## src/rtl/isc_pkg.sv

```systemverilog
package isc_pkg;
  localparam int CTL_W = 11;
  localparam int STEP_W = 2;

  localparam int C_PC_MAR   = 0;
  localparam int C_MEM_RD   = 1;
  localparam int C_PC_INC   = 2;
  localparam int C_MBR_IR   = 3;
  localparam int C_IRA_MAR  = 4;
  localparam int C_MBRA_IRA = 5;
  localparam int C_PC_MBR   = 6;
  localparam int C_SAV_MAR  = 7;
  localparam int C_RTN_PC   = 8;
  localparam int C_MEM_WR   = 9;
  localparam int C_ACC_ADD  = 10;

  typedef enum logic [1:0] {
    PH_FETCH = 2'b00,
    PH_INDIR = 2'b01,
    PH_EXEC  = 2'b10,
    PH_INTR  = 2'b11
  } phase_e;
endpackage

```

## src/rtl/isc_step_decode.sv

```systemverilog
module isc_step_decode
  import isc_pkg::*;
#(
  parameter int OPC_W = 4,
  parameter logic [OPC_W-1:0] ADD_OPC = 1
) (
  input  phase_e                   phase,
  input  logic [STEP_W-1:0]        step,
  input  logic [OPC_W-1:0]         opcode,
  output logic [CTL_W-1:0]         ctl_raw,
  output logic                     last_step,
  output logic                     mem_step
);
  always_comb begin
    ctl_raw   = '0;
    last_step = 1'b0;
    unique case (phase)
      PH_FETCH: begin
        case (step)
          2'd0: ctl_raw[C_PC_MAR] = 1'b1;
          2'd1: begin
            ctl_raw[C_MEM_RD] = 1'b1;
            ctl_raw[C_PC_INC] = 1'b1;
          end
          default: begin
            ctl_raw[C_MBR_IR] = 1'b1;
            last_step = 1'b1;
          end
        endcase
      end
      PH_INDIR: begin
        case (step)
          2'd0: ctl_raw[C_IRA_MAR] = 1'b1;
          2'd1: ctl_raw[C_MEM_RD] = 1'b1;
          default: begin
            ctl_raw[C_MBRA_IRA] = 1'b1;
            last_step = 1'b1;
          end
        endcase
      end
      PH_EXEC: begin
        if (opcode == ADD_OPC) begin
          case (step)
            2'd0: ctl_raw[C_IRA_MAR] = 1'b1;
            2'd1: ctl_raw[C_MEM_RD] = 1'b1;
            default: begin
              ctl_raw[C_ACC_ADD] = 1'b1;
              last_step = 1'b1;
            end
          endcase
        end else begin
          last_step = 1'b1;
        end
      end
      default: begin
        case (step)
          2'd0: ctl_raw[C_PC_MBR] = 1'b1;
          2'd1: begin
            ctl_raw[C_SAV_MAR] = 1'b1;
            ctl_raw[C_RTN_PC]  = 1'b1;
          end
          default: begin
            ctl_raw[C_MEM_WR] = 1'b1;
            last_step = 1'b1;
          end
        endcase
      end
    endcase
    mem_step = ctl_raw[C_MEM_RD] | ctl_raw[C_MEM_WR];
  end
endmodule

```

## src/rtl/isc_phase_next.sv

```systemverilog
module isc_phase_next
  import isc_pkg::*;
(
  input  phase_e phase,
  input  logic   ind_bit,
  input  logic   irq_take,
  output phase_e phase_nxt
);
  always_comb begin
    unique case (phase)
      PH_FETCH: phase_nxt = ind_bit ? PH_INDIR : PH_EXEC;
      PH_INDIR: phase_nxt = PH_EXEC;
      PH_EXEC:  phase_nxt = irq_take ? PH_INTR : PH_FETCH;
      default:  phase_nxt = PH_FETCH;
    endcase
  end
endmodule

```

## src/rtl/isc_irq_gate.sv

```systemverilog
module isc_irq_gate (
  input  logic clk,
  input  logic rst,
  input  logic irq_arm,
  input  logic irq_req,
  input  logic enter_intr,
  output logic irq_take
);
  logic armed_q;

  always_ff @(posedge clk) begin
    if (rst)             armed_q <= 1'b0;
    else if (enter_intr) armed_q <= 1'b0;
    else if (irq_arm)    armed_q <= 1'b1;
  end

  assign irq_take = irq_req & armed_q;
endmodule

```

## src/rtl/instr_cycle_seq.sv

```systemverilog
module instr_cycle_seq
  import isc_pkg::*;
#(
  parameter int OPC_W = 4,
  parameter logic [OPC_W-1:0] ADD_OPC = 1
) (
  input  logic             clk,
  input  logic             rst,
  input  logic [OPC_W-1:0] opcode,
  input  logic             ind_bit,
  input  logic             irq_req,
  input  logic             irq_arm,
  input  logic             mem_ready,
  output logic [1:0]       phase,
  output logic [1:0]       step,
  output logic [10:0]      ctl
);
  localparam logic [STEP_W-1:0] STEP_T1 = '0;

  phase_e              phase_q, phase_nxt;
  logic [STEP_W-1:0]   step_q;
  logic [CTL_W-1:0]    ctl_raw;
  logic                last_step, mem_step, stall, irq_take, enter_intr;

  isc_step_decode #(.OPC_W(OPC_W), .ADD_OPC(ADD_OPC)) u_dec (
    .phase(phase_q), .step(step_q), .opcode(opcode),
    .ctl_raw(ctl_raw), .last_step(last_step), .mem_step(mem_step)
  );

  isc_irq_gate u_irq (
    .clk(clk), .rst(rst), .irq_arm(irq_arm), .irq_req(irq_req),
    .enter_intr(enter_intr), .irq_take(irq_take)
  );

  isc_phase_next u_nxt (
    .phase(phase_q), .ind_bit(ind_bit), .irq_take(irq_take),
    .phase_nxt(phase_nxt)
  );

  assign stall      = mem_step & ~mem_ready;
  assign enter_intr = ~rst & ~stall & last_step & (phase_nxt == PH_INTR)
                      & (phase_q == PH_EXEC);

  always_ff @(posedge clk) begin
    if (rst) begin
      phase_q <= PH_FETCH;
      step_q  <= STEP_T1;
    end else if (!stall) begin
      if (last_step) begin
        phase_q <= phase_nxt;
        step_q  <= STEP_T1;
      end else begin
        step_q  <= step_q + 1'b1;
      end
    end
  end

  assign ctl   = (rst || stall) ? '0 : ctl_raw;
  assign phase = phase_q;
  assign step  = step_q;
endmodule

```

## config.mk

```make
export PLATFORM = sky130hd
export DESIGN_NAME = instr_cycle_seq
export DESIGN_NICKNAME = d
export VERILOG_FILES = /design/src/rtl/isc_pkg.sv /design/src/rtl/isc_step_decode.sv /design/src/rtl/isc_phase_next.sv /design/src/rtl/isc_irq_gate.sv /design/src/rtl/instr_cycle_seq.sv
export SDC_FILE = /design/constraint.sdc
export NUM_CORES = 1
export LEC_CHECK = 0
export BUFFER_PORTS_ARGS = -buffer_cell sky130_fd_sc_hd__buf_2
export CAP_MARGIN = 20
export CORE_MARGIN = 5
export CORE_UTILIZATION = 40
export CTS_CLUSTER_DIAMETER = 30
export DETAILED_ROUTE_END_ITERATION = 16
export PLACE_DENSITY = 0.75
export SYNTH_ARGS = -nofsm -noshare
export SYNTH_HDL_FRONTEND = slang
export SYNTH_HIERARCHICAL = 1
export SYNTH_SLANG_ARGS = --single-unit
export TNS_END_PERCENT = 20
```

## constraint.sdc

```tcl
create_clock -name clk -period 1.7 [get_ports clk]
set_input_delay 0.085 -clock clk [delete_from_list [all_inputs] [get_ports clk]]
set_output_delay 0.085 -clock clk [all_outputs]
set_load 0.1 [all_outputs]
```

==> reports/results.txt, run 1 <==
Max stage delay cell, worst path: dfxtp_4
Peak supply drop: 1.44 mV
power per cell area: 1860 mW/mm²
data required time of the worst path: 1620 ps
Worst path top cell family by delay: simple AND/OR/NAND/NOR gates
Overall Global Routing Usage: 0.177
startpoint types: flop
post-placement setup slack: -59.6 ps
Nets: 125
failing checks: setup timing
adder-cell share of the synthesized area: 0.0885
initial antenna violation count: 0
Worst-path clk slew: 40 ps
wire length on met3: 166 µm
pin count of the biggest net entering global routing: 12
# Max-Cap Violations: 0
total gr overflow: 0
minimum clock period: 2000 ps
io pins: 25
final setup margin: -300 ps
status: complete, but fails checks
cells along the critical path: inv_4 -> ha_4 -> a211oi_4 -> o31ai_2 -> nor2b_4 -> nor2_4 -> buf_6 -> and2_4 -> buf_12
area grow syn2layout: 92.9%
Routed Antenna Nets: 0
R2R depth: 10
first-pass GRT wire length: 2.79 mm
Post-Route WL: 1.81 mm
H-tree Lvls: 1
combinational family with the most area after synthesis: simple AND/OR/NAND/NOR gates
syn_nets: 85
worst hold start: irq_arm
clock sink count: 5
CTS tree: done
# rows: 13
die area: 0.00227 mm²
number of synthesized flops with an enable pin: 0
final setup fails: 15
TritonCTS Buffers: 3
RR Endpoint: step[1]$_SDFFE_PP0N_
synthesized area per cell: 7.97 µm²
Placed Cells: 116
Hold EP: u_irq/armed_q$_SDFFE_PP0P_
DR top layer: met4
synth top area cells: dfxtp_1, and2_4, ha_1, and2_1, inv_1
Setup CP Type: flop to output port
worst hold path type: primary input to flop
Via density: 5.43
routed length on met2: 962 µm
FF+latch count, synth: 5
Tcrit/Tclk final: 1.18
crit end category: output port
per-cell routed wire length: 14.5 µm
Max Root-Sink Buffers: 2
utilization after layout: 0.828
Synth Area in Compound Gates: 0.146
Max Slew Vio Count: 0
Cells after Synth: 71
Cell variety after synth: 30
1st-pass router iterations: 4
sequential area share after synthesis: 0.177
post-synthesis xor/xnor area fraction: 0
DRC viols: 0
CP max stage delay: 380 ps
DP HPWL: 1.18 mm
Yosys top cell by area: dfxtp_1
proportion of synthesized area in mux cells: 0
Yosys top cell area share: 0.177
simple-gate share of the synthesized area: 0.509
dpl cell area: 952 µm²
CP Max Fanout: 6
DIE WIDTH: 47.6 µm
Crit Reg-Reg Startpoint: phase[0]$_SDFFE_PP0P_
vias in the first global route: 669
Post-CTS Hold Buffers: 0
Least-Margin Pin Slew: 487 ps
core area: 0.00132 mm²
Post-synth ARST share: 0
layout cell share with drive strength beyond 1: 0.655
most frequent cells after synthesis: and2_4, inv_1, and2_1, a21oi_1, dfxtp_1
Mapped Area: 566 µm²
internal reg-to-reg setup slack: -160 ps
Non-Filler Instances: 125
arrival time of the worst setup path: 1910 ps
Port-buffer cells: 24
RSZ-0062 raised after global routing: yes
Yosys warning count: 6
Pleak: 0.474 nW
Slew HR: 0.678
Final Hold Viols: 0
M1 WL: 639 µm
Die Ht: 47.6 µm
CP bufs+invs: 3
clock latency on the worst-skew pair: 250 ps
Initial Util: 0.429
Hold WS: 79.4 ps
hold depth: 3
clk_skew: 1.95 ps
Fmax: 0.500 GHz
Vias: 679
1st-iter DRT viols: 22
leading register cell type out of synthesis: dfxtp_1
clk root buf: clkbuf_4
post-route cell area: 0.00109 mm²
antenna cells: 0
gpl congestion: 0.750
registers in the layout, indices dropped and copies added, names as in the netlist:
register,count
step,2
phase,2
u_irq/armed_q,1
worst reg2reg max path: cells and delay by family, from the launching register on:
family / cells / cell delay, ps
flip-flops: 1 / 380
AO/OA/AOI/OAI: 3 / 530
adder cells (fa/ha/maj): 1 / 160
AND/OR/NAND/NOR: 2 / 310
buffers and inverters: 4 / 390
worst max-delay path by stage:
stage / startpoint / end / slack, ps / depth (start not counted)
after CTS: phase[1]$_SDFFE_PP0P_ / ctl[1] / -290 / 9
final: phase[0]$_SDFFE_PP0P_ / ctl[8] / -300 / 9
after floorplan: phase[0]$_SDFFE_PP0P_ / ctl[0] / -240 / 8
after detailed placement: phase[0]$_SDFFE_PP0P_ / ctl[1] / -60 / 9
after global routing: phase[0]$_SDFFE_PP0P_ / ctl[8] / -370 / 9
after global placement: phase[0]$_SDFFE_PP0P_ / ctl[5] / 20 / 9
what timing repair did:
action                     4_1_cts  5_1_grt
buffers inserted                 5        0
setup endpoints to repair       12       16
gates resized for setup          5        9
cloned                           1        0
pin swaps                        5       11
cells by family after synthesis:
| group | after synthesis |
|---|---|
| buffers and inverters | 9 |
| DFF | 5 |
| adders and majority gates | 4 |
| AOI/OAI and AO/OA | 13 |
| and+or+nand+nor | 40 |
through the flow:
step	power [mW]	TNS [ps]
after floorplan	1.23	-2580
after global placement	1.59	0
final	2.03	-3690
after detailed placement	1.62	-622
after CTS	1.90	-3940
after global routing	2.15	-4870
cells in the final DEF, fill, tap and decap left out, types with 4 or more instances in the layout:
cell / n
buf_2: 13
and2_4: 11
buf_12: 11
buf_4: 9
inv_1: 5
nor2_1: 4
nand2_1: 4
buf_6: 4
final cells by class:
cell class                      count  area [µm²]
Tap cell                           15        18.8
Inverter                            7        31.3
Sequential cell                     5         110
Multi-Input combinational cell     57         507
Timing Repair Buffer               37         398
Fill cell                          79         226
Clock buffer                        4        26.3
report_power, final:
group	switching, mW	internal, mW	total [mW]
logic	1.02	0.624	1.64
clock network	0.0481	0.0887	0.137
registers	0.0734	0.173	0.247
total	1.14	0.886	2.03
layer usage:
layer | up-vias | track usage
met2 | 40 | 0.348
li1 | 320 | -
met1 | 314 | 0.183
met4 | 0 | 0.0968
met3 | 5 | 0.0113
met5 | - | 0
No activity file was read; power rests on OpenSTA's default activity.
==> inputs of run 2 (changes only) <==
- GPL_TIMING_DRIVEN: default -> 0
- PLACE_DENSITY: 0.75 -> 0.77
==> run 2 against run 1 <==
Against the previous run: the run still ends with setup timing left; count of clock-buffer cells in the layout did not move; wire length shrank 3.2%; combinational power fell by 11%; non-clock buffer count is 4 lower; worst hold slack worse by 3.8 ps; setup slack got worse by 16 ps; die area unchanged; global-route usage increased by 0.14 points; largest cell class unchanged.
==> reports/results.txt, run 2 (synthesis gave the netlist of run 1 again) <==
status: complete, but fails checks (unchanged)
failing checks: setup timing (unchanged)
final setup margin: -315 ps (was -300 ps)
Nets: 121 (was 125)
Max Slew Vio Count: 0 (unchanged)
Port-buffer cells: 24 (unchanged)
startpoint types: flop (unchanged)
clk_skew: 2.90 ps (was 1.95 ps)
Setup CP Type: flop to output port (unchanged)
Slew HR: 0.675 (was 0.678)
minimum clock period: 2020 ps (was 2000 ps)
# rows: 13 (unchanged)
data required time of the worst path: 1620 ps (about the same)
CP max stage delay: 390 ps (was 380 ps)
R2R depth: 8 (was 10)
initial antenna violation count: 0 (unchanged)
Least-Margin Pin Slew: 491 ps (was 487 ps)
1st-pass router iterations: 4 (unchanged)
gpl congestion: 0.786 (was 0.750)
Tcrit/Tclk final: 1.19 (was 1.18)
Vias: 640 (was 679)
Post-CTS Hold Buffers: 0 (unchanged)
DIE WIDTH: 47.6 µm (unchanged)
pin count of the biggest net entering global routing: 13 (was 12)
1st-iter DRT viols: 2 (was 22)
CTS tree: done (unchanged)
first-pass GRT wire length: 2.83 mm (was 2.79 mm)
Setup TNS: -3140 ps (was -3690 ps)
# Max-Cap Violations: 0 (unchanged)
DRC viols: 0 (unchanged)
cells along the critical path: inv_4 -> ha_4 -> a211oi_4 -> o31ai_2 -> nor2b_4 -> nor2_4 -> buf_6 -> and2_4 -> buf_12 (unchanged)
core area: 0.00132 mm² (unchanged)
Pleak: 0.447 nW (was 0.474 nW)
Post-Route WL: 1.75 mm (was 1.81 mm)
clock sink count: 5 (unchanged)
hold depth: 3 (unchanged)
post-placement setup slack: -375 ps (was -59.6 ps)
internal reg-to-reg setup slack: -30 ps (was -160 ps)
Fmax: 0.496 GHz (was 0.500 GHz)
leading cell type in the layout, fill and taps excluded: buf_2 (unchanged)
TritonCTS Buffers: 3 (unchanged)
Peak supply drop: 1.21 mV (was 1.44 mV)
Overall Global Routing Usage: 0.179 (was 0.177)
per-cell routed wire length: 14.5 µm (about the same)
CP Max Fanout: 5 (was 6)
RSZ-0062 raised after global routing: yes (unchanged)
arrival time of the worst setup path: 1930 ps (was 1910 ps)
layout cell share with drive strength beyond 1: 0.623 (was 0.655)
total gr overflow: 0 (unchanged)
crit end category: output port (unchanged)
worst hold path type: primary input to flop (unchanged)
area grow syn2layout: 82.7% (was 92.9%)
Routed Antenna Nets: 0 (unchanged)
Max stage delay cell, worst path: dfxtp_4 (unchanged)
io pins: 25 (unchanged)
Max Root-Sink Buffers: 2 (unchanged)
die area: 0.00227 mm² (unchanged)
power per cell area: 1810 mW/mm² (was 1860 mW/mm²)
Die Ht: 47.6 µm (unchanged)
Final Hold Viols: 0 (unchanged)
Via density: 5.29 (was 5.43)
antenna cells: 0 (unchanged)
vias in the first global route: 655 (was 669)
final setup fails: 12 (was 15)
clock latency on the worst-skew pair: 250 ps (about the same)
H-tree Lvls: 1 (unchanged)
DP HPWL: 996 µm (was 1.18 mm)
commonest cells after routing, fill and taps aside: buf_2, and2_4, buf_12 (unchanged)
Pwr Total: 1.87 mW (was 2.03 mW)
Worst-path clk slew: 40 ps (about the same)
Initial Util: 0.429 (unchanged)
clk root buf: clkbuf_4 (unchanged)
run 2: stage by stage:
step	util	area [µm²]	hold slack, ps	cells
after floorplan	-	607	144	71
final	0.784	1030	75.7	121
after CTS	0.773	1020	79.2	121
after global routing	0.784	1030	94.9	121
after global placement	0.566	746	324	110
after detailed placement	0.566	746	335	110
run 2: path summary, 6_finish.rpt:
| path | from | to |
|---|---|---|
| hold reg to reg | u_irq/armed_q$_SDFFE_PP0P_ | u_irq/armed_q$_SDFFE_PP0P_ |
| setup reg to reg | phase[1]$_SDFFE_PP0P_ | u_irq/armed_q$_SDFFE_PP0P_ |
| hold / removal | irq_arm | u_irq/armed_q$_SDFFE_PP0P_ |
| setup / recovery | phase[1]$_SDFFE_PP0P_ | ctl[1] |
run 2: report_power, final:
part,leakage (nW),internal (mW),switching (mW)
Sequential,0.0434,0.174,0.0939
Combinational,0.389,0.527,0.929
Clock,0.0150,0.0890,0.0527
Total,0.447,0.790,1.08
run 2: metal layers:
layer,GRT usage,vias up,routed length [µm],part of all wire
met5,0,-,0,0
met4,0.129,0,74,0.042
met2,0.324,30,872,0.50
met3,0.0263,7,125,0.071
met1,0.185,291,678,0.39
li1,-,312,-,-
run 2: area by class of cell:
type	instances	area, µm²
fillers	92	284
flip-flops and latches	5	110
well taps	15	18.8
multi-input cells	57	487
plain buffers	2	18.8
inverters	7	31.3
repair buffers	31	342
clock buffers	4	26.3
run 2: what timing repair did:
action                     in CTS  in global routing
pin swaps                       9                  3
buffers inserted                6                  0
setup endpoints to repair      11                 14
cloned                          1                  0
gates resized for setup        49                  4
run 2: worst max-delay path: cells and delay by family (launching register included):
kind | cells | cell delay, ps
buf+inv | 3 | 360
compound gates | 2 | 340
flops | 1 | 390
simple gates | 3 | 420
fa+ha+maj | 1 | 170
